--- config.mk ---
export PLATFORM = sky130hd
export DESIGN_NAME = cfg_crc_guard
export DESIGN_NICKNAME = d
export VERILOG_FILES = /design/src/rtl/cfgcrc_pkg.sv /design/src/rtl/cfgcrc_bank.sv /design/src/rtl/cfgcrc_engine.sv /design/src/rtl/cfgcrc_supervisor.sv /design/src/rtl/cfg_crc_guard.sv
export SDC_FILE = /design/constraint.sdc
export NUM_CORES = 1
export LEC_CHECK = 0
export ABC_AREA = 1
export BUFFER_PORTS_ARGS = -buffer_cell sky130_fd_sc_hd__buf_2
export CORE_MARGIN = 10
export CORE_UTILIZATION = 60
export DETAILED_ROUTE_END_ITERATION = 16
export PLACE_DENSITY = 0.82
export SETUP_SLACK_MARGIN = 0.15
export SLEW_MARGIN = 40
export SYNTH_ARGS = -nofsm -noshare
export SYNTH_HDL_FRONTEND = slang
export SYNTH_HIERARCHICAL = 1
export SYNTH_SLANG_ARGS = --single-unit
--- constraint.sdc ---
create_clock -name clk -period 3 [get_ports clk]
set_input_delay 0.45 -clock clk [delete_from_list [all_inputs] [get_ports clk]]
set_output_delay 0.45 -clock clk [all_outputs]
set_load 0.02 [all_outputs]
--- src/rtl/cfgcrc_pkg.sv ---
package cfgcrc_pkg;

    typedef enum logic [1:0] {
        MODE_DIAG     = 2'b00,
        MODE_ACTIVE   = 2'b01,
        MODE_SAFE     = 2'b10,
        MODE_SAFE_ALT = 2'b11
    } dev_mode_e;

    typedef enum logic [1:0] {
        SCAN_IDLE = 2'b00,
        SCAN_CFG  = 2'b01,
        SCAN_EE   = 2'b10
    } scan_state_e;

    typedef enum logic [1:0] {
        SUP_LOCKED  = 2'b00,
        SUP_RUNNING = 2'b01,
        SUP_SAFE    = 2'b10
    } sup_state_e;

    localparam logic [7:0] CRC_POLY = 8'h07;
    localparam logic [7:0] CRC_SEED = 8'hFF;

    // One byte through the CRC8 divider, most significant bit first.
    function automatic logic [7:0] crc8_byte(input logic [7:0] crc_in, input logic [7:0] data);
        logic [7:0] r;
        r = crc_in ^ data;
        for (int b = 0; b < 8; b++) begin
            r = r[7] ? ((r << 1) ^ CRC_POLY) : (r << 1);
        end
        return r;
    endfunction

endpackage

--- src/rtl/cfgcrc_bank.sv ---
module cfgcrc_bank #(
    parameter int NUM_CFG_REGS = 8,
    parameter int ADDR_W       = 4,
    parameter int IDX_W        = 3
) (
    input  logic              clk,
    input  logic              rst_n,
    input  logic              wr_en,
    input  logic              diag_mode,
    input  logic [ADDR_W-1:0] addr,
    input  logic [7:0]        wdata,
    input  logic [IDX_W-1:0]  scan_idx,
    output logic [7:0]        rdata,
    output logic [7:0]        scan_byte,
    output logic [7:0]        stored_crc
);
    localparam int STORE_ADDR = NUM_CFG_REGS;

    logic [7:0] cfg_q [NUM_CFG_REGS];
    logic [7:0] store_q;

    // Protected registers: writable only in DIAGNOSTIC
    for (genvar g = 0; g < NUM_CFG_REGS; g++) begin : g_cfg_reg
        always_ff @(posedge clk or negedge rst_n) begin
            if (!rst_n) begin
                cfg_q[g] <= 8'h00;
            end else if (wr_en && diag_mode && addr == ADDR_W'(g)) begin
                cfg_q[g] <= wdata;
            end
        end
    end

    always_ff @(posedge clk or negedge rst_n) begin
        if (!rst_n) begin
            store_q <= 8'h00;
        end else if (wr_en && diag_mode && addr == ADDR_W'(STORE_ADDR)) begin
            store_q <= wdata;
        end
    end

    always_comb begin
        rdata = 8'h00;
        if (addr == ADDR_W'(STORE_ADDR)) begin
            rdata = store_q;
        end
        for (int i = 0; i < NUM_CFG_REGS; i++) begin
            if (addr == ADDR_W'(i)) begin
                rdata = cfg_q[i];
            end
        end
    end

    always_comb begin
        scan_byte = 8'h00;
        for (int i = 0; i < NUM_CFG_REGS; i++) begin
            if (scan_idx == IDX_W'(i)) begin
                scan_byte = cfg_q[i];
            end
        end
    end

    assign stored_crc = store_q;

endmodule

--- src/rtl/cfgcrc_engine.sv ---
module cfgcrc_engine
    import cfgcrc_pkg::*;
#(
    parameter int NUM_CFG_REGS = 8,
    parameter int EE_BYTES     = 4,
    parameter int IDX_W        = 3
) (
    input  logic                  clk,
    input  logic                  rst_n,
    input  logic                  start_cfg,
    input  logic                  start_ee,
    input  logic                  force_ee,
    input  logic [7:0]            cfg_byte,
    input  logic [7:0]            stored_crc,
    input  logic [8*EE_BYTES-1:0] ee_image,
    input  logic [7:0]            ee_expected,
    output logic [IDX_W-1:0]      scan_idx,
    output logic                  busy,
    output logic                  cfg_err,
    output logic                  ee_err,
    output logic                  ee_fail
);
    localparam logic [IDX_W-1:0] CFG_LAST = IDX_W'(NUM_CFG_REGS - 1);
    localparam logic [IDX_W-1:0] EE_LAST  = IDX_W'(EE_BYTES - 1);

    scan_state_e      state_q, state_nx;
    logic [IDX_W-1:0] idx_q;
    logic [7:0]       crc_q, crc_nx;
    logic [7:0]       ee_byte, feed_byte;
    logic             force_q, cfg_err_q, ee_err_q;
    logic             last_byte, ee_mismatch;

    always_comb begin
        ee_byte = 8'h00;
        for (int k = 0; k < EE_BYTES; k++) begin
            if (idx_q == IDX_W'(k)) begin
                ee_byte = ee_image[k*8 +: 8];
            end
        end
    end

    assign feed_byte   = (state_q == SCAN_EE) ? ee_byte : cfg_byte;
    assign crc_nx      = crc8_byte(crc_q, feed_byte);
    assign last_byte   = ((state_q == SCAN_CFG) && (idx_q == CFG_LAST)) ||
                         ((state_q == SCAN_EE)  && (idx_q == EE_LAST));
    assign ee_mismatch = (crc_nx != ee_expected) || force_q;

    // Next-state logic
    always_comb begin
        state_nx = state_q;
        unique case (state_q)
            SCAN_IDLE: begin
                if (start_cfg)     state_nx = SCAN_CFG;
                else if (start_ee) state_nx = SCAN_EE;
            end
            SCAN_CFG: if (last_byte) state_nx = SCAN_IDLE;
            SCAN_EE:  if (last_byte) state_nx = SCAN_IDLE;
            default:  state_nx = SCAN_IDLE;
        endcase
    end

    // State register
    always_ff @(posedge clk or negedge rst_n) begin
        if (!rst_n) state_q <= SCAN_IDLE;
        else        state_q <= state_nx;
    end

    // Datapath and result flags
    always_ff @(posedge clk or negedge rst_n) begin
        if (!rst_n) begin
            idx_q     <= '0;
            crc_q     <= CRC_SEED;
            force_q   <= 1'b0;
            cfg_err_q <= 1'b0;
            ee_err_q  <= 1'b0;
        end else begin
            unique case (state_q)
                SCAN_IDLE: begin
                    idx_q <= '0;
                    crc_q <= CRC_SEED;
                    if (start_ee && !start_cfg) force_q <= force_ee;
                end
                SCAN_CFG: begin
                    idx_q <= idx_q + 1'b1;
                    crc_q <= crc_nx;
                    if (last_byte) cfg_err_q <= (crc_nx != stored_crc);
                end
                SCAN_EE: begin
                    idx_q <= idx_q + 1'b1;
                    crc_q <= crc_nx;
                    if (last_byte) ee_err_q <= ee_mismatch;
                end
                default: idx_q <= '0;
            endcase
        end
    end

    // Outputs
    always_comb begin
        busy     = (state_q != SCAN_IDLE);
        scan_idx = idx_q;
        cfg_err  = cfg_err_q;
        ee_err   = ee_err_q;
        ee_fail  = (state_q == SCAN_EE) && last_byte && ee_mismatch;
    end

endmodule

--- src/rtl/cfgcrc_supervisor.sv ---
module cfgcrc_supervisor
    import cfgcrc_pkg::*;
(
    input  logic       clk,
    input  logic       rst_n,
    input  logic [1:0] mode,
    input  logic       ctrl_wr,
    input  logic       wr_en_bit,
    input  logic       wr_chk_bit,
    input  logic       busy,
    input  logic       cfg_err,
    input  logic       ee_fail,
    output logic       cfg_en,
    output logic       start_cfg,
    output logic       start_ee,
    output logic       force_ee,
    output logic       safe_req,
    output logic       drv_en
);
    sup_state_e sup_q, sup_nx;
    logic       en_q;
    logic       ctrl_accept, in_diag, clear_trip, ee_trip, trip;

    assign in_diag     = (mode == MODE_DIAG);
    assign ctrl_accept = ctrl_wr && !busy;
    assign start_cfg   = ctrl_accept && wr_en_bit && !en_q;
    assign start_ee    = ctrl_accept && wr_chk_bit && !start_cfg;
    assign force_ee    = cfg_err && !wr_en_bit;
    assign clear_trip  = ctrl_accept && en_q && !wr_en_bit && cfg_err && in_diag;
    assign ee_trip     = ee_fail && in_diag;
    assign trip        = clear_trip || ee_trip;

    always_ff @(posedge clk or negedge rst_n) begin
        if (!rst_n)           en_q <= 1'b0;
        else if (ctrl_accept) en_q <= wr_en_bit;
    end

    always_comb begin
        sup_nx = sup_q;
        unique case (sup_q)
            SUP_LOCKED: begin
                if (trip)                     sup_nx = SUP_SAFE;
                else if (mode == MODE_ACTIVE) sup_nx = SUP_RUNNING;
            end
            SUP_RUNNING: if (trip) sup_nx = SUP_SAFE;
            SUP_SAFE:    sup_nx = SUP_SAFE;
            default:     sup_nx = SUP_SAFE;
        endcase
    end

    // State register
    always_ff @(posedge clk or negedge rst_n) begin
        if (!rst_n) sup_q <= SUP_LOCKED;
        else        sup_q <= sup_nx;
    end

    // Outputs
    always_comb begin
        cfg_en   = en_q;
        drv_en   = (sup_q == SUP_RUNNING);
        safe_req = (sup_q == SUP_SAFE);
    end

endmodule

--- src/rtl/cfg_crc_guard.sv ---
module cfg_crc_guard
    import cfgcrc_pkg::*;
#(
    parameter int   NUM_CFG_REGS = 8,
    parameter int   EE_BYTES     = 4,
    localparam int  ADDR_W       = $clog2(NUM_CFG_REGS + 2)
) (
    input  logic                  clk,
    input  logic                  rst_n,
    input  logic [1:0]            mode,
    input  logic                  reg_wr,
    input  logic [ADDR_W-1:0]     reg_addr,
    input  logic [7:0]            reg_wdata,
    output logic [7:0]            reg_rdata,
    input  logic [8*EE_BYTES-1:0] ee_image,
    input  logic [7:0]            ee_expected,
    output logic                  busy,
    output logic                  cfg_crc_err,
    output logic                  ee_crc_err,
    output logic                  safe_req,
    output logic                  drv_en
);
    localparam int SCAN_MAX  = (NUM_CFG_REGS > EE_BYTES) ? NUM_CFG_REGS : EE_BYTES;
    localparam int IDX_W     = (SCAN_MAX > 1) ? $clog2(SCAN_MAX) : 1;
    localparam int CTRL_ADDR = NUM_CFG_REGS + 1;

    logic [IDX_W-1:0] scan_idx;
    logic [7:0]       bank_rdata, scan_byte, stored_crc;
    logic             ctrl_wr, cfg_en, start_cfg, start_ee, force_ee, ee_fail;
    logic             busy_w, cfg_err_w, ee_err_w;

    assign ctrl_wr = reg_wr && (reg_addr == ADDR_W'(CTRL_ADDR));

    cfgcrc_bank #(
        .NUM_CFG_REGS (NUM_CFG_REGS),
        .ADDR_W       (ADDR_W),
        .IDX_W        (IDX_W)
    ) i_bank (
        .clk        (clk),
        .rst_n      (rst_n),
        .wr_en      (reg_wr),
        .diag_mode  (mode == MODE_DIAG),
        .addr       (reg_addr),
        .wdata      (reg_wdata),
        .scan_idx   (scan_idx),
        .rdata      (bank_rdata),
        .scan_byte  (scan_byte),
        .stored_crc (stored_crc)
    );

    cfgcrc_engine #(
        .NUM_CFG_REGS (NUM_CFG_REGS),
        .EE_BYTES     (EE_BYTES),
        .IDX_W        (IDX_W)
    ) i_engine (
        .clk         (clk),
        .rst_n       (rst_n),
        .start_cfg   (start_cfg),
        .start_ee    (start_ee),
        .force_ee    (force_ee),
        .cfg_byte    (scan_byte),
        .stored_crc  (stored_crc),
        .ee_image    (ee_image),
        .ee_expected (ee_expected),
        .scan_idx    (scan_idx),
        .busy        (busy_w),
        .cfg_err     (cfg_err_w),
        .ee_err      (ee_err_w),
        .ee_fail     (ee_fail)
    );

    cfgcrc_supervisor i_supervisor (
        .clk        (clk),
        .rst_n      (rst_n),
        .mode       (mode),
        .ctrl_wr    (ctrl_wr),
        .wr_en_bit  (reg_wdata[0]),
        .wr_chk_bit (reg_wdata[1]),
        .busy       (busy_w),
        .cfg_err    (cfg_err_w),
        .ee_fail    (ee_fail),
        .cfg_en     (cfg_en),
        .start_cfg  (start_cfg),
        .start_ee   (start_ee),
        .force_ee   (force_ee),
        .safe_req   (safe_req),
        .drv_en     (drv_en)
    );

    assign reg_rdata   = (reg_addr == ADDR_W'(CTRL_ADDR)) ? {6'b0, busy_w, cfg_en} : bank_rdata;
    assign busy        = busy_w;
    assign cfg_crc_err = cfg_err_w;
    assign ee_crc_err  = ee_err_w;

endmodule

# After elaboration in Yosys (flattened, before gate mapping)
# Cells that the tools add are included.
# op_classes
n_lt_le_gt_ge	0
n_addsub	1
n_eq_ne	27
mul	0
n_bitwise	9
shifts	0
reduce_logical	47
muxes	41
n_div	0
# ops
op	n
two-way mux 8 bit	23
logical AND 1 bit	27
two-way mux 3 bit	9
inverter 3 bit	8
== test 4 x 3 -> 1 bit, second input constant	4
!= test 8 bit	2
case mux 8 bit (2 select lines)	1
== test 3 bit, second input constant	4
two-way mux 2 bit	6
AND reduction 2 bit	5
== test 4 x 2 -> 1 bit, second input constant	2
== test 4 bit, second input constant	2
case mux 2 bit (2 select lines)	2
bitwise XOR 8 bit	1
== test 2 x 1 -> 1 bit, second input constant	3
== test 3 x 2 -> 1 bit, second input constant	2
zero test 2 bit	3
!= test 3 x 1 -> 1 bit, second input constant	2
== test 2 bit, second input constant	2
== test 4 x 1 -> 1 bit, second input constant	1
zero test 1 bit	4
zero test 4 bit	1
!= test 2 x 1 -> 1 bit, second input constant	2
nonzero test 2 bit	2
other kinds (5)	7
# word_totals
ramBits	0
mem_bits_ro	0
out_inout_bits	13
n_memories	0
word_cells	142
regBits	91
in_bits	57
latch_bits	0

# Longest topological paths before layout
# Gate-level depths: netlist (run 1).
# depth
word_depth	34
depth_mapped	27
depth_no_buf	27

# By module
# Netlist (run 1), hierarchy kept.
# modules_own_cells
mod	instances	area_each_um2	seq_area_each_um2	cells_per_inst
cfgcrc_bank	1	3871.2	1801.7	517
cfgcrc_engine	1	2147.1	410.4	376
cfgcrc_supervisor	1	183.9	75.1	29
cfg_crc_guard	1	106.4	0.0	19

# Least setup slack after synthesis (run 1)
# OpenSTA, ideal clock, no wires.
# synth_path
kind	reg-to-reg
startpoint	register i_engine.idx_q[1], in the netlist i_engine/scan_idx[1]
endpoint	register i_supervisor.sup_q[0]
path_slack_ps	344
path_stages_with_launch	25
t_required_ps	2934
setup_time_ps	66
period_less_slack_ps	2656
arrival_time_ps	2590
path_buffers	1
path_cell_list	dfrtp_1 > buf_1 > nor3_1 > inv_1 > nor2_1 > nor2_1 > nand4_1 > or2_2 > nand2_2 > nand2_2 > nand2_2 > nand2_1 > nand2_2 > nand2_1 > nand2_1 > nand2_1 > nand3_1 > nand2_1 > nor2_1 > nand2_1 > nand2_1 > inv_1 > nand2_1 > nand3_1 > nand2_1
# synth_via
elab_chain_cells	23
word_cells_on_any_way	52
cone_classes	10 x eq/ne; 23 x mux; 9 x bitwise; 10 x reduce/logical
# synth_rtl
item	line_no	source
start, declared	cfgcrc_engine.sv:27	logic [IDX_W-1:0] idx_q;
start signal, assigned	cfgcrc_engine.sv:84	idx_q <= idx_q + 1'b1;
start signal, assigned	cfgcrc_engine.sv:89	idx_q <= idx_q + 1'b1;
zero test 3 bit	cfgcrc_bank.sv:56	if (scan_idx == IDX_W'(i)) begin
two-way mux 8 bit (7 in a row)	cfgcrc_bank.sv:56	
two-way mux 8 bit (*)	cfgcrc_bank.sv:56	
named net scan_byte[7]	cfg_crc_guard.sv:28	logic [7:0] bank_rdata, scan_byte, stored_crc;
two-way mux 8 bit (*)	cfgcrc_engine.sv:42	assign feed_byte = (state_q == SCAN_EE) ? ee_byte : cfg_byte;
bitwise XOR 8 bit (*)	cfgcrc_pkg.sv:28	r = crc_in ^ data;
two-way mux 3 bit (*)	cfgcrc_pkg.sv:30	r = r[7] ? ((r << 1) ^ CRC_POLY) : (r << 1);
inverter 3 bit (no line)	n/a	
[... 3 more ...]	n/a	
!= test 8 bit (*)	cfgcrc_engine.sv:46	assign ee_mismatch = (crc_nx != ee_expected) || force_q;
logical OR 1 bit (*)	cfgcrc_engine.sv:46	
logical AND 1 bit (*)	cfgcrc_engine.sv:104	ee_fail = (state_q == SCAN_EE) && last_byte && ee_mismatch;
named net ee_fail	cfg_crc_guard.sv:29	logic ctrl_wr, cfg_en, start_cfg, start_ee, force_ee, ee_fail;
logical AND 1 bit (*)	cfgcrc_supervisor.sv:30	assign ee_trip = ee_fail && in_diag;
logical OR 1 bit (*)	cfgcrc_supervisor.sv:31	assign trip = clear_trip || ee_trip;
two-way mux 2 bit, or another cell as far along	cfgcrc_supervisor.sv:42	if (trip) sup_nx = SUP_SAFE;
case mux 2 bit (2 select lines) / AND reduction 2 bit (equally long branches)	n/a	
end signal, assigned	cfgcrc_supervisor.sv:54	else sup_q <= sup_nx;
end, declared	cfgcrc_supervisor.sv:20	sup_state_e sup_q, sup_nx;
# Mark *: on every way through the listed nets, which the timed path passes. The rest lies on a longest branch.
# A chain may end at the register's enable or synchronous reset.

# Worst setup path after layout (run 1)
# layout_path
startpoint	register i_engine.idx_q[0], in the netlist i_engine/scan_idx[0]
endpoint	register i_supervisor.sup_q[0]
# The elaborated chain is that of the path after synthesis.

==> results of run 1 <==
==> worst min path at each step <==
stage | start | to | slack [ns]
2_1_floorplan | rst_n | i_bank/cfg_q[0] | 0.15
3_3_place_gp | rst_n | i_bank/cfg_q[37] | 0.44
3_5_place_dp | rst_n | i_bank/cfg_q[37] | 0.45
4_1_cts | rst_n | i_bank/cfg_q[37] | 0.06
5_1_grt | rst_n | i_bank/cfg_q[42] | 0.08
6_report | rst_n | i_bank/cfg_q[54] | 0.06
==> final cells by class <==
| type | count | area, um2 | share of cell area |
|---|---|---|---|
| clock buffer | 13 | 149 | 0.0191 |
| clock inverter | 3 | 65.1 | 0.00835 |
| inverter | 112 | 425 | 0.0546 |
| multi-input combinational | 714 | 3840 | 0.494 |
| sequential | 91 | 2290 | 0.294 |
| tap | 136 | 170 | 0.0218 |
| timing repair buffer | 129 | 836 | 0.107 |
| timing repair inverter | 1 | 7.51 | 0.000964 |
==> through the flow <==
step / hold slack [ns] / power (uW) / utilization / instances
final: 0.0624 / 6430 / 0.758 / 1199
after CTS: 0.0577 / 5830 / 0.723 / 1191
after global placement: 0.442 / 4680 / 0.676 / 1159
after floorplan: 0.154 / 3590 / - / 941
after detailed placement: 0.446 / 4700 / 0.676 / 1159
after global routing: 0.0831 / 6850 / 0.758 / 1199
==> placed cells by master (no fill, tap or decap), types with 9 or more instances in the layout <==
master,n
sky130_fd_sc_hd__nand2_4,17
sky130_fd_sc_hd__nand4_1,32
sky130_fd_sc_hd__nand3_2,10
sky130_fd_sc_hd__nand2_1,266
sky130_fd_sc_hd__inv_1,96
sky130_fd_sc_hd__nor2_2,14
sky130_fd_sc_hd__nor2_1,58
sky130_fd_sc_hd__a21oi_1,9
sky130_fd_sc_hd__o21ai_0,72
sky130_fd_sc_hd__buf_4,50
sky130_fd_sc_hd__nand2_2,62
sky130_fd_sc_hd__clkbuf_8,10
sky130_fd_sc_hd__buf_2,70
sky130_fd_sc_hd__inv_2,13
sky130_fd_sc_hd__dfrtp_1,80
sky130_fd_sc_hd__nand3_1,94
==> layer usage <==
layer | GRT usage | wire [um]
met1 | 0.354 | 8380
met2 | 0.430 | 9520
met3 | 0.0473 | 1890
met4 | 0.120 | 795
met5 | 0 | 0
==> kinds of logic (layout without fill, tap and decap cells) <==
group / Yosys count / count (layout)
adders and majority gates: 10 / 10
buffers and inverters: 136 / 258
DFF: 91 / 91
and+or+nand+nor: 589 / 589
AOI/OAI and AO/OA: 115 / 115
==> where the power goes <==
part | total, uW | internal (uW) | switching [uW]
clock | 896 | 492 | 403
combinational | 3930 | 1580 | 2360
sequential | 1600 | 1410 | 185
total | 6430 | 3480 | 2940
==> worst max-delay path: cells and delay by family, from the launching register on <==
kind | cells | cell delay [ns]
buffers and inverters | 4 | 0.37
flip-flops | 1 | 0.51
AND/OR/NAND/NOR | 19 | 2.01
==> what timing repair did <==
item | CTS | global route
resized for setup | 45 | 89
setup buffers | 14 | 7
hold endpoints to repair | 0 | 0
pin swaps | 18 | 44
hold buffers | 0 | 0
endpoints found under the setup margin | 5 | 6
gates cloned | 2 | 1
==> sequential cells by signal (all words and copies together), names as in the netlist <==
| name | cells |
|---|---|
| i_bank/cfg_q | 64 |
| i_bank/stored_crc | 8 |
| i_engine/cfg_err | 1 |
| i_engine/crc_q | 8 |
| i_engine/ee_err | 1 |
| i_engine/force_q | 1 |
| i_engine/scan_idx | 3 |
| i_engine/state_q | 2 |
| i_supervisor/cfg_en | 1 |
| i_supervisor/sup_q | 2 |
==> Yosys cell counts (3+ instances only) <==
master                     number  area share
sky130_fd_sc_hd__nand2_2       29       0.029
sky130_fd_sc_hd__a21oi_1       10      0.0079
sky130_fd_sc_hd__dfstp_2        8       0.033
sky130_fd_sc_hd__a21boi_0       6      0.0071
sky130_fd_sc_hd__buf_2          8      0.0063
sky130_fd_sc_hd__nand3_1      105       0.083
sky130_fd_sc_hd__buf_6          8       0.014
sky130_fd_sc_hd__inv_1        103       0.061
sky130_fd_sc_hd__o22ai_1        6      0.0060
sky130_fd_sc_hd__ha_1          10       0.020
sky130_fd_sc_hd__o21ai_1        5      0.0040
sky130_fd_sc_hd__or2_2         10      0.0099
sky130_fd_sc_hd__nor3_1         6      0.0048
sky130_fd_sc_hd__nand4_1       32       0.032
sky130_fd_sc_hd__o211ai_1       3      0.0036
sky130_fd_sc_hd__nor2_1        65       0.039
sky130_fd_sc_hd__o21ai_2        8       0.011
sky130_fd_sc_hd__nand3b_1       8      0.0095
sky130_fd_sc_hd__nand2_1      313        0.19
sky130_fd_sc_hd__inv_2          8      0.0048
sky130_fd_sc_hd__nor2_2         8      0.0079
sky130_fd_sc_hd__dfrtp_1       83        0.33
sky130_fd_sc_hd__clkbuf_1       3      0.0018
sky130_fd_sc_hd__nand2_4        3      0.0054
sky130_fd_sc_hd__o21ai_0       75       0.060
==> metrics.txt, run 1 <==
# TYPE chip_impl_metric gauge
chip_impl_metric{name="port-buffer-count",unit=""} 69
chip_impl_metric{name="synthesis.nets",unit=""} 1008
chip_impl_info{name="timing.critical_path.to",value="i_supervisor/sup_q[0]"} 1
chip_impl_metric{name="route.detailed.vias_per_inst",unit=""} 5.69
chip_impl_metric{name="pin_count",unit=""} 70
chip_impl_metric{name="numCtsBuffers",unit=""} 9
chip_impl_metric{name="synth.cell_area",unit="um2"} 6310
chip_impl_info{name="rsz0062_at_grt",value="yes"} 1
chip_impl_metric{name="worstSkewPairLatency",unit="ns"} 0.36
chip_impl_metric{name="slew_headroom",unit=""} 0.606
chip_impl_metric{name="grt_start_max_net_pins",unit=""} 55
chip_impl_metric{name="timing_max_transition_violations_final",unit=""} 0
chip_impl_metric{name="critical_path_peak_fanout",unit=""} 6
chip_impl_metric{name="detail_route.wirelength",unit="um"} 20600
chip_impl_metric{name="synth-compound-area-share",unit=""} 0.102
chip_impl_info{name="worstSetupStartpointType",value="register"} 1
chip_impl_metric{name="cts.sinks",unit=""} 91
chip_impl_metric{name="placement_rows",unit=""} 37
chip_impl_metric{name="detail_route.iter0.violations",unit=""} 855
chip_impl_metric{name="maximum_root_to_sink_buffer_count",unit=""} 2
chip_impl_metric{name="cts-htree-levels",unit=""} 3
chip_impl_metric{name="synth_seq_cells",unit=""} 91
chip_impl_metric{name="timing.final.crit_period",unit="ns"} 2.97
chip_impl_metric{name="finalNetCount",unit=""} 1125
chip_impl_metric{name="max_cap_violations",unit=""} 0
chip_impl_metric{name="final_min_period_over_clock_period",unit=""} 0.991
chip_impl_metric{name="worstMarginPinSlew",unit="ns"} 0.590
chip_impl_metric{name="timing.reg2reg.setup_slack",unit="ns"} 0.03
chip_impl_metric{name="detailedPlace.worstSlack",unit="ns"} -0.196
chip_impl_metric{name="synth-xor-area-share",unit=""} 0
chip_impl_metric{name="worst_setup_slack_after_layout",unit="ns"} 0.0277
chip_impl_metric{name="placeableCoreArea",unit="um2"} 10300
chip_impl_info{name="outcome",value="completed"} 1
chip_impl_metric{name="yosys_warnings",unit=""} 6
chip_impl_metric{name="die_area",unit="um2"} 15000
chip_impl_metric{name="power-per-cell-area",unit="nW/um2"} 825
chip_impl_metric{name="detail_route.drc_violations",unit=""} 0
chip_impl_metric{name="power_leakage",unit="uW"} 0.00386
chip_impl_metric{name="die_height",unit="um"} 123
chip_impl_info{name="dominantRegCellSynth",value="sky130_fd_sc_hd__dfrtp_1"} 1
chip_impl_info{name="critical_path_class",value="register to register"} 1
chip_impl_metric{name="routedWlPerCell",unit="um"} 17.2
chip_impl_metric{name="asyncSetResetFlopFracSynth",unit=""} 1.00
chip_impl_metric{name="synth.yosys.seq_area_share",unit=""} 0.363
chip_impl_info{name="worstPathCellList",value="inv_4 > buf_6 > nor3_4 > nand2_1 > nand2_1 > nand3_2 > or2_4 > nand2_2 > nand2_1 > nand2_2 > buf_4 > nand3_1 > nand2_1 > nor2_1 > nor2_1 > nand2_1 > nor2_2 > nand2_1 > nand2_2 > inv_2 > nand2_2 > nand3_2 > nand2_1"} 1
chip_impl_metric{name="start_util",unit=""} 0.614
chip_impl_metric{name="route.vias.total",unit=""} 6822
chip_impl_metric{name="groute.usage.overall",unit=""} 0.270
chip_impl_metric{name="worst_r2r_path_depth",unit=""} 23
chip_impl_metric{name="vdd_ir_drop_max",unit="mV"} 0.797
chip_impl_info{name="critPathMostFrequentCell",value="sky130_fd_sc_hd__nand2_1"} 1
chip_impl_metric{name="final_layout_size_suffix_gt1_frac",unit=""} 0.293
chip_impl_info{name="startpoint",value="i_engine/scan_idx[0]"} 1
chip_impl_metric{name="synthToLayoutAreaGrowth",unit="%"} 23.5
chip_impl_metric{name="synth_edf_count",unit=""} 0
chip_impl_metric{name="yosys.area_share.simple",unit=""} 0.423
chip_impl_metric{name="setup-tns-final",unit="ns"} 0
chip_impl_metric{name="timing_hold_violations_final",unit=""} 0
chip_impl_info{name="min_path_type",value="primary input to async pin"} 1
chip_impl_metric{name="place.gp.congestion",unit=""} 1.03
chip_impl_metric{name="first_pass_grt_wire_length",unit="um"} 32100
chip_impl_info{name="tritoncts_clock_tree",value="built"} 1
chip_impl_info{name="nature_of_the_critical_path_endpoint",value="register"} 1
chip_impl_metric{name="antenna_found_initial",unit=""} 0
chip_impl_metric{name="clkTransAtPathRegs",unit="ns"} 0.08
chip_impl_metric{name="detail-route-antenna-nets",unit=""} 0
chip_impl_metric{name="layout.filler_cells",unit=""} 890
chip_impl_metric{name="clock_skew",unit="ns"} 0.00888
chip_impl_info{name="clock-root-buffer",value="sky130_fd_sc_hd__clkbuf_8"} 1
chip_impl_metric{name="timing.critical_path.arrival",unit="ns"} 3.27
chip_impl_metric{name="grt-ovfl-total",unit=""} 0
chip_impl_metric{name="layout.cell_area.non_filler",unit="um2"} 7790
chip_impl_metric{name="yosys-mux-area-fraction",unit=""} 0
chip_impl_metric{name="setup_viol",unit=""} 0
chip_impl_metric{name="first_global_vias",unit=""} 6207
chip_impl_info{name="r2r-end",value="i_supervisor/sup_q[0]"} 1
chip_impl_metric{name="dp_hpwl",unit="um"} 15200
chip_impl_info{name="worst_path_max_delay_cell",value="sky130_fd_sc_hd__dfrtp_2"} 1
chip_impl_metric{name="fmaxAchievable",unit="GHz"} 0.336
chip_impl_info{name="crit-reg2reg-launch",value="i_engine/scan_idx[0]"} 1
chip_impl_metric{name="firstDrtPassIters",unit=""} 6
chip_impl_info{name="synth_top_family_by_area",value="simple AND/OR/NAND/NOR gates"} 1
chip_impl_metric{name="fp.dieW",unit="um"} 123
chip_impl_metric{name="slowest_stage_delay_cp",unit="ns"} 0.51
chip_impl_metric{name="placedInstanceArea",unit="um2"} 6950
chip_impl_metric{name="postSynthAreaPerCell",unit="um2"} 6.70
chip_impl_metric{name="total_inserted_antenna_cells",unit=""} 0
chip_impl_metric{name="synth_adder_area_share",unit=""} 0.0198
chip_impl_metric{name="synthCells",unit=""} 941
chip_impl_metric{name="yosysUniqueCellTypes",unit=""} 37
chip_impl_metric{name="critical_path_required",unit="ns"} 3.29
No activity file was read; power rests on OpenSTA's default activity.
==> run 2, diff against run 1 <==
CELL_PAD_IN_SITES_DETAIL_PLACEMENT = 1   (was unset)
CELL_PAD_IN_SITES_GLOBAL_PLACEMENT = 2   (was unset)
CORE_UTILIZATION = 33   (was 60)
TNS_END_PERCENT = 30   (was unset)
==> metrics.txt, run 2 (synthesis gave the netlist of run 1 again) <==
# TYPE chip_impl_metric gauge
chip_impl_info{name="nature_of_the_critical_path_endpoint",value="register"} 1
chip_impl_metric{name="die_area",unit="um2"} 25000
chip_impl_metric{name="start_util",unit=""} 0.336
chip_impl_info{name="worstPathCellList",value="inv_4 > buf_6 > nand4_1 > nand4_1 > nor2_2 > nand4_1 > or2_4 > nand2_4 > nand2_4 > nand2_8 > nand2_2 > nand2_1 > nand2_2 > nand3b_1 > nand2_1 > inv_1 > nand3_2 > nor2_2 > nand2_1 > nand2_1 > inv_1 > nand2_1 > nand3_1 > nand2_1"} 1
chip_impl_metric{name="critical_path_required",unit="ns"} 3.29
chip_impl_info{name="critical_path_class",value="register to register"} 1
chip_impl_metric{name="maximum_root_to_sink_buffer_count",unit=""} 2
chip_impl_metric{name="fmaxAchievable",unit="GHz"} 0.321
chip_impl_info{name="critPathMostFrequentCell",value="sky130_fd_sc_hd__nand2_1"} 1
chip_impl_metric{name="worst_setup_slack_after_layout",unit="ns"} -0.114
chip_impl_metric{name="slowest_stage_delay_cp",unit="ns"} 0.51
chip_impl_metric{name="timing.final.crit_period",unit="ns"} 3.11
chip_impl_metric{name="dp_hpwl",unit="um"} 18600
chip_impl_metric{name="detail_route.drc_violations",unit=""} 0
chip_impl_metric{name="numCtsBuffers",unit=""} 9
chip_impl_metric{name="critical_path_peak_fanout",unit=""} 7
chip_impl_metric{name="grt-ovfl-total",unit=""} 0
chip_impl_metric{name="power-per-cell-area",unit="nW/um2"} 855
chip_impl_info{name="reg_with_most_ffs",value="i_bank/cfg_q"} 1
chip_impl_metric{name="grt_start_max_net_pins",unit=""} 56
chip_impl_metric{name="cts.sinks",unit=""} 91
chip_impl_metric{name="timing.critical_path.arrival",unit="ns"} 3.40
chip_impl_info{name="failed_checks",value="negative setup slack"} 1
chip_impl_metric{name="setup_viol",unit=""} 3
chip_impl_metric{name="port-buffer-count",unit=""} 69
chip_impl_metric{name="worstSkewPairLatency",unit="ns"} 0.36
chip_impl_info{name="tritoncts_clock_tree",value="built"} 1
chip_impl_metric{name="detail_route.wirelength",unit="um"} 24300
chip_impl_metric{name="final_min_period_over_clock_period",unit=""} 1.04
chip_impl_info{name="worst_path_max_delay_cell",value="sky130_fd_sc_hd__dfrtp_2"} 1
chip_impl_metric{name="critical_path.n_buffers_inverters",unit=""} 4
chip_impl_metric{name="fp.dieW",unit="um"} 158
chip_impl_metric{name="setup-tns-final",unit="ns"} -0.245
chip_impl_metric{name="total_inserted_antenna_cells",unit=""} 0
chip_impl_info{name="clock-root-buffer",value="sky130_fd_sc_hd__clkbuf_16"} 1
chip_impl_info{name="worstSetupStartpointType",value="register"} 1
chip_impl_metric{name="placement_rows",unit=""} 50
chip_impl_metric{name="routedWlPerCell",unit="um"} 18.6
chip_impl_metric{name="synthToLayoutAreaGrowth",unit="%"} 26.8
chip_impl_metric{name="pin_count",unit=""} 70
chip_impl_metric{name="vdd_ir_drop_max",unit="mV"} 0.297
chip_impl_metric{name="cts-hold-fix-buffers",unit=""} 0
chip_impl_metric{name="max_cap_violations",unit=""} 0
chip_impl_metric{name="largest_reg_flops",unit=""} 64
chip_impl_metric{name="power_leakage",unit="uW"} 0.00395
chip_impl_metric{name="firstDrtPassIters",unit=""} 5
chip_impl_metric{name="clock_skew",unit="ns"} 0.00920
chip_impl_metric{name="final_layout_size_suffix_gt1_frac",unit=""} 0.278
chip_impl_info{name="final_common_cell",value="sky130_fd_sc_hd__nand2_1"} 1
chip_impl_metric{name="finalNetCount",unit=""} 1129
chip_impl_metric{name="slew_headroom",unit=""} 0.496
chip_impl_metric{name="worstMarginPinSlew",unit="ns"} 0.756
chip_impl_metric{name="cts-htree-levels",unit=""} 3
chip_impl_info{name="cell_class_contributing_the_biggest_share_of_worst_path_delay",value="simple AND/OR/NAND/NOR gates"} 1
chip_impl_metric{name="placeableCoreArea",unit="um2"} 18800
chip_impl_info{name="min_path_type",value="primary input to async pin"} 1
chip_impl_info{name="rsz0062_at_grt",value="yes"} 1
chip_impl_metric{name="detail_route.iter0.violations",unit=""} 321
chip_impl_metric{name="route.detailed.vias_per_inst",unit=""} 5.04
chip_impl_metric{name="detailedPlace.worstSlack",unit="ns"} -0.249
chip_impl_metric{name="first_global_vias",unit=""} 6831
chip_impl_metric{name="timing_hold_violations_final",unit=""} 0
chip_impl_metric{name="clkTransAtPathRegs",unit="ns"} 0.07
chip_impl_metric{name="detail-route-antenna-nets",unit=""} 0
chip_impl_info{name="highest_count_cells_in_the_layout_ignoring_fill_and_taps",value="sky130_fd_sc_hd__nand2_1 (282), sky130_fd_sc_hd__inv_1 (99), sky130_fd_sc_hd__nand3_1 (95)"} 1
chip_impl_metric{name="groute.usage.overall",unit=""} 0.195
chip_impl_info{name="outcome",value="finished with violations"} 1
chip_impl_metric{name="place.gp.congestion",unit=""} 0.893
chip_impl_metric{name="first_pass_grt_wire_length",unit="um"} 37800
chip_impl_metric{name="route.vias.total",unit=""} 6561
chip_impl_metric{name="timing_max_transition_violations_final",unit=""} 0
chip_impl_metric{name="antenna_found_initial",unit=""} 0
chip_impl_metric{name="utilization",unit=""} 0.426
chip_impl_metric{name="die_height",unit="um"} 158
## run 2: per-stage QoR
| step | hold slack [ns] | cell area, um2 | instances | total power (uW) |
|---|---|---|---|---|
| 2_1_floorplan | 0.154 | 6310 | 941 | 3590 |
| 3_3_place_gp | 0.469 | 7170 | 1270 | 4900 |
| 3_5_place_dp | 0.474 | 7170 | 1270 | 4960 |
| 4_1_cts | 0.192 | 7830 | 1297 | 6650 |
| 5_1_grt | 0.219 | 8000 | 1301 | 7390 |
| 6_report | 0.171 | 8000 | 1301 | 6840 |
## run 2: final timing paths
path,start,to,slack (ns),cells past startpoint
worst max-delay path,i_engine/scan_idx[2],i_supervisor/sup_q[0],-0.11,24
worst min-delay path,rst_n,i_bank/cfg_q[46],0.17,1
worst max register to register,i_engine/scan_idx[2],i_supervisor/sup_q[0],-0.11,24
worst min register to register,i_bank/cfg_q[18],i_bank/cfg_q[18],0.49,2
max in group asynchronous,rst_n,i_engine/crc_q[7],2.07,2
min in group clk,reg_wdata[0],i_supervisor/cfg_en,0.37,3
## run 2: what timing repair did
item,4_1_cts,5_1_grt
setup buffers,11,4
gates resized for setup,71,41
setup endpoints to repair,8,9
pin swaps,32,25
## run 2: per-layer routing
layer,GRT usage,up-vias,share of wire,wire length [um]
met3,0.0297,20,0.044,1080
li1,-,3274,-,-
met4,0.0565,0,0.017,419
met2,0.329,146,0.48,11800
met5,0,-,0,0
met1,0.251,3121,0.45,11000
## run 2: layout make-up
cell class	instances	area [um2]
fillers	2423	10800
multi-input cells	714	3790
flip-flops and latches	91	2290
repair buffers	134	878
inverters	112	425
well taps	234	293
clock buffers	10	239
clock inverters	6	88.8
## run 2: report_power, final
| part | leakage, uW | internal, uW | switching (uW) |
|---|---|---|---|
| clock | 0.000155 | 753 | 507 |
| sequential | 0.00117 | 1420 | 181 |
| combinational | 0.00262 | 1620 | 2360 |
| total | 0.00395 | 3790 | 3050 |
==> run 3, diff against run 2 <==
PLACE_DENSITY = 0.9   (was 0.82)
==> metrics.txt, run 3 (synthesis gave the netlist of run 1 again) <==
# TYPE chip_impl_metric gauge
chip_impl_metric{name="multiInputGateArea",unit="um2"} 3720
chip_impl_metric{name="numCtsBuffers",unit=""} 9
chip_impl_metric{name="power.clock.fraction",unit=""} 0.182
chip_impl_metric{name="grt-ovfl-total",unit=""} 0
chip_impl_metric{name="detail-route-antenna-nets",unit=""} 0
chip_impl_metric{name="antenna_found_initial",unit=""} 1
chip_impl_metric{name="start_util",unit=""} 0.336
chip_impl_info{name="cell_class_contributing_the_biggest_share_of_worst_path_delay",value="simple AND/OR/NAND/NOR gates"} 1
chip_impl_info{name="tritoncts_clock_tree",value="built"} 1
chip_impl_metric{name="global_route.usage.met3",unit=""} 0.0326
chip_impl_metric{name="sum_of_internal_switching_and_leakage_power",unit="uW"} 6820
chip_impl_metric{name="die_area",unit="um2"} 25000
chip_impl_info{name="highest_count_cells_in_the_layout_ignoring_fill_and_taps",value="sky130_fd_sc_hd__nand2_1 (284), sky130_fd_sc_hd__inv_1 (99), sky130_fd_sc_hd__nand3_1 (97)"} 1
chip_impl_metric{name="utilization",unit=""} 0.427
chip_impl_metric{name="critical_path_required",unit="ns"} 3.23
chip_impl_metric{name="power.share.switching",unit=""} 0.445
chip_impl_metric{name="place.gp.congestion",unit=""} 0.914
chip_impl_metric{name="dp_hpwl",unit="um"} 18700
chip_impl_metric{name="clock_skew",unit="ns"} 0.00660
chip_impl_metric{name="power_leakage",unit="uW"} 0.00401
chip_impl_metric{name="final_min_period_over_clock_period",unit=""} 0.994
chip_impl_metric{name="timing_max_transition_violations_final",unit=""} 0
chip_impl_metric{name="worst_r2r_path_depth",unit=""} 25
chip_impl_metric{name="timing_hold_violations_final",unit=""} 0
chip_impl_metric{name="max_cap_violations",unit=""} 0
chip_impl_metric{name="fp.dieW",unit="um"} 158
chip_impl_metric{name="slowest_stage_delay_cp",unit="ns"} 0.48
chip_impl_metric{name="sequential_cell_area",unit="um2"} 2290
chip_impl_metric{name="worstMarginPinSlew",unit="ns"} 0.610
chip_impl_metric{name="largest_reg_flops",unit=""} 64
chip_impl_metric{name="met1_usage",unit=""} 0.248
chip_impl_metric{name="share_comb_of_total_power",unit=""} 0.582
chip_impl_metric{name="worst_setup_slack_after_layout",unit="ns"} 0.0169
chip_impl_metric{name="cts.sinks",unit=""} 91
chip_impl_metric{name="die_height",unit="um"} 158
chip_impl_metric{name="detailedPlace.worstSlack",unit="ns"} -0.193
chip_impl_metric{name="critical_path.n_buffers_inverters",unit=""} 3
chip_impl_info{name="nature_of_the_critical_path_endpoint",value="register"} 1
chip_impl_metric{name="route.vias.total",unit=""} 6817
chip_impl_info{name="clock-root-buffer",value="sky130_fd_sc_hd__clkbuf_16"} 1
chip_impl_metric{name="clkTransAtPathRegs",unit="ns"} 0.07
chip_impl_metric{name="maximum_root_to_sink_buffer_count",unit=""} 2
chip_impl_metric{name="routedWlPerCell",unit="um"} 18.6
chip_impl_metric{name="p_int",unit="uW"} 3780
chip_impl_metric{name="port-buffer-count",unit=""} 69
chip_impl_metric{name="groute.layer.met2.usage",unit=""} 0.325
chip_impl_info{name="critical_path_class",value="register to register"} 1
chip_impl_metric{name="detail_route.iter0.violations",unit=""} 399
chip_impl_metric{name="slew_headroom",unit=""} 0.593
chip_impl_info{name="busiest_layer_in_global_routing",value="met2"} 1
chip_impl_info{name="worst_path_max_delay_cell",value="sky130_fd_sc_hd__dfrtp_2"} 1
chip_impl_metric{name="critical_path_peak_fanout",unit=""} 7
chip_impl_metric{name="seqPwrFrac",unit=""} 0.235
chip_impl_metric{name="finalNetCount",unit=""} 1139
chip_impl_metric{name="first_pass_grt_wire_length",unit="um"} 37900
chip_impl_metric{name="grt_start_max_net_pins",unit=""} 44
chip_impl_metric{name="groute.usage.overall",unit=""} 0.194
chip_impl_metric{name="timing.final.crit_period",unit="ns"} 2.98
chip_impl_metric{name="detail_route.drc_violations",unit=""} 0
chip_impl_metric{name="worstSkewPairLatency",unit="ns"} 0.35
chip_impl_metric{name="cts-hold-fix-buffers",unit=""} 0
chip_impl_metric{name="vdd_ir_drop_max",unit="mV"} 0.284
chip_impl_info{name="reg_with_most_ffs",value="i_bank/cfg_q"} 1
chip_impl_metric{name="power-per-cell-area",unit="nW/um2"} 852
chip_impl_metric{name="placeableCoreArea",unit="um2"} 18800
chip_impl_info{name="outcome",value="completed"} 1
chip_impl_metric{name="layout.filler_cells",unit=""} 2426
chip_impl_info{name="min_path_type",value="primary input to async pin"} 1
chip_impl_metric{name="power.switching",unit="uW"} 3040
chip_impl_metric{name="pin_count",unit=""} 70
chip_impl_metric{name="route.detailed.vias_per_inst",unit=""} 5.20
chip_impl_info{name="rsz0062_at_grt",value="yes"} 1
chip_impl_metric{name="synthToLayoutAreaGrowth",unit="%"} 26.9
chip_impl_info{name="critPathMostFrequentCell",value="sky130_fd_sc_hd__nand2_1"} 1
chip_impl_metric{name="timing.critical_path.arrival",unit="ns"} 3.22
chip_impl_metric{name="setup_viol",unit=""} 0
chip_impl_info{name="final_common_cell",value="sky130_fd_sc_hd__nand2_1"} 1
chip_impl_metric{name="placement_rows",unit=""} 50
chip_impl_info{name="worstSetupStartpointType",value="register"} 1
chip_impl_metric{name="critical_path_depth",unit=""} 25
chip_impl_metric{name="fmaxAchievable",unit="GHz"} 0.335
chip_impl_metric{name="final_layout_size_suffix_gt1_frac",unit=""} 0.274
chip_impl_metric{name="cts-htree-levels",unit=""} 3
chip_impl_metric{name="firstDrtPassIters",unit=""} 5
chip_impl_metric{name="first_global_vias",unit=""} 7131
chip_impl_metric{name="detail_route.wirelength",unit="um"} 24400
run 3: cell types whose count changed in the layout (fill, tap and decap cells not counted), sizes merged:
cell    previous run  this run
clkbuf            10         9
inv              111       112
diode              0         1
buf              134       143
run 3: power by group through the flow:
stage / Clock [uW] / Combinational, uW / Sequential (uW)
detailed placement: 0 / 3460 / 1610
floorplan: 0 / 2050 / 1540
global route: 1310 / 4410 / 1630
finish: 1240 / 3970 / 1600
CTS: 1270 / 3720 / 1600
global placement: 0 / 3390 / 1610
run 3: cell type report:
class / count / area share
antenna: 1 / 0.000313
clock buffer: 9 / 0.0281
clock inverter: 6 / 0.0113
inverter: 112 / 0.0528
multi-input combinational: 714 / 0.464
sequential: 91 / 0.286
tap: 234 / 0.0366
timing repair buffer: 143 / 0.120
timing repair inverter: 1 / 0.000938
run 3: through the flow:
step / std cells / hold WS (ns) / cell area [um2] / setup TNS (ns)
global route: 1310 / 0.135 / 8010 / -0.597
finish: 1311 / 0.0954 / 8010 / 0
detailed placement: 1283 / 0.478 / 7270 / -0.407
floorplan: 941 / 0.154 / 6310 / 0
global placement: 1283 / 0.475 / 7270 / -0.278
CTS: 1305 / 0.109 / 7810 / 0
run 3: worst reg2reg max path, delay by kind of cell, from the launching register on:
family / cells / cell delay [ns]
DFF: 1 / 0.48
and+or+nand+nor: 22 / 2.05
buffers and inverters: 3 / 0.35
run 3: per-layer routing:
metal,share of wire,up-vias
met2,0.47,163
met1,0.45,3321
met5,0,-
li1,-,3299
met3,0.049,34
met4,0.023,0
run 3: final timing paths:
check	startpoint	slack, ns	end
setup / recovery	i_engine/scan_idx[1]	0.02	i_supervisor/sup_q[1]
hold / removal	rst_n	0.1	i_bank/cfg_q[37]
setup reg to reg	i_engine/scan_idx[1]	0.02	i_supervisor/sup_q[1]
hold reg to reg	i_bank/cfg_q[18]	0.50	i_bank/cfg_q[18]
max in group asynchronous	rst_n	2.23	i_engine/crc_q[0]
min in group clk	reg_wdata[0]	0.38	i_supervisor/cfg_en
run 3: what timing repair did:
item | 4_1_cts | 5_1_grt
resized for setup | 51 | 44
endpoints found under the setup margin | 4 | 6
pin swaps | 18 | 31
buffers inserted | 7 | 4
gates cloned | 0 | 1
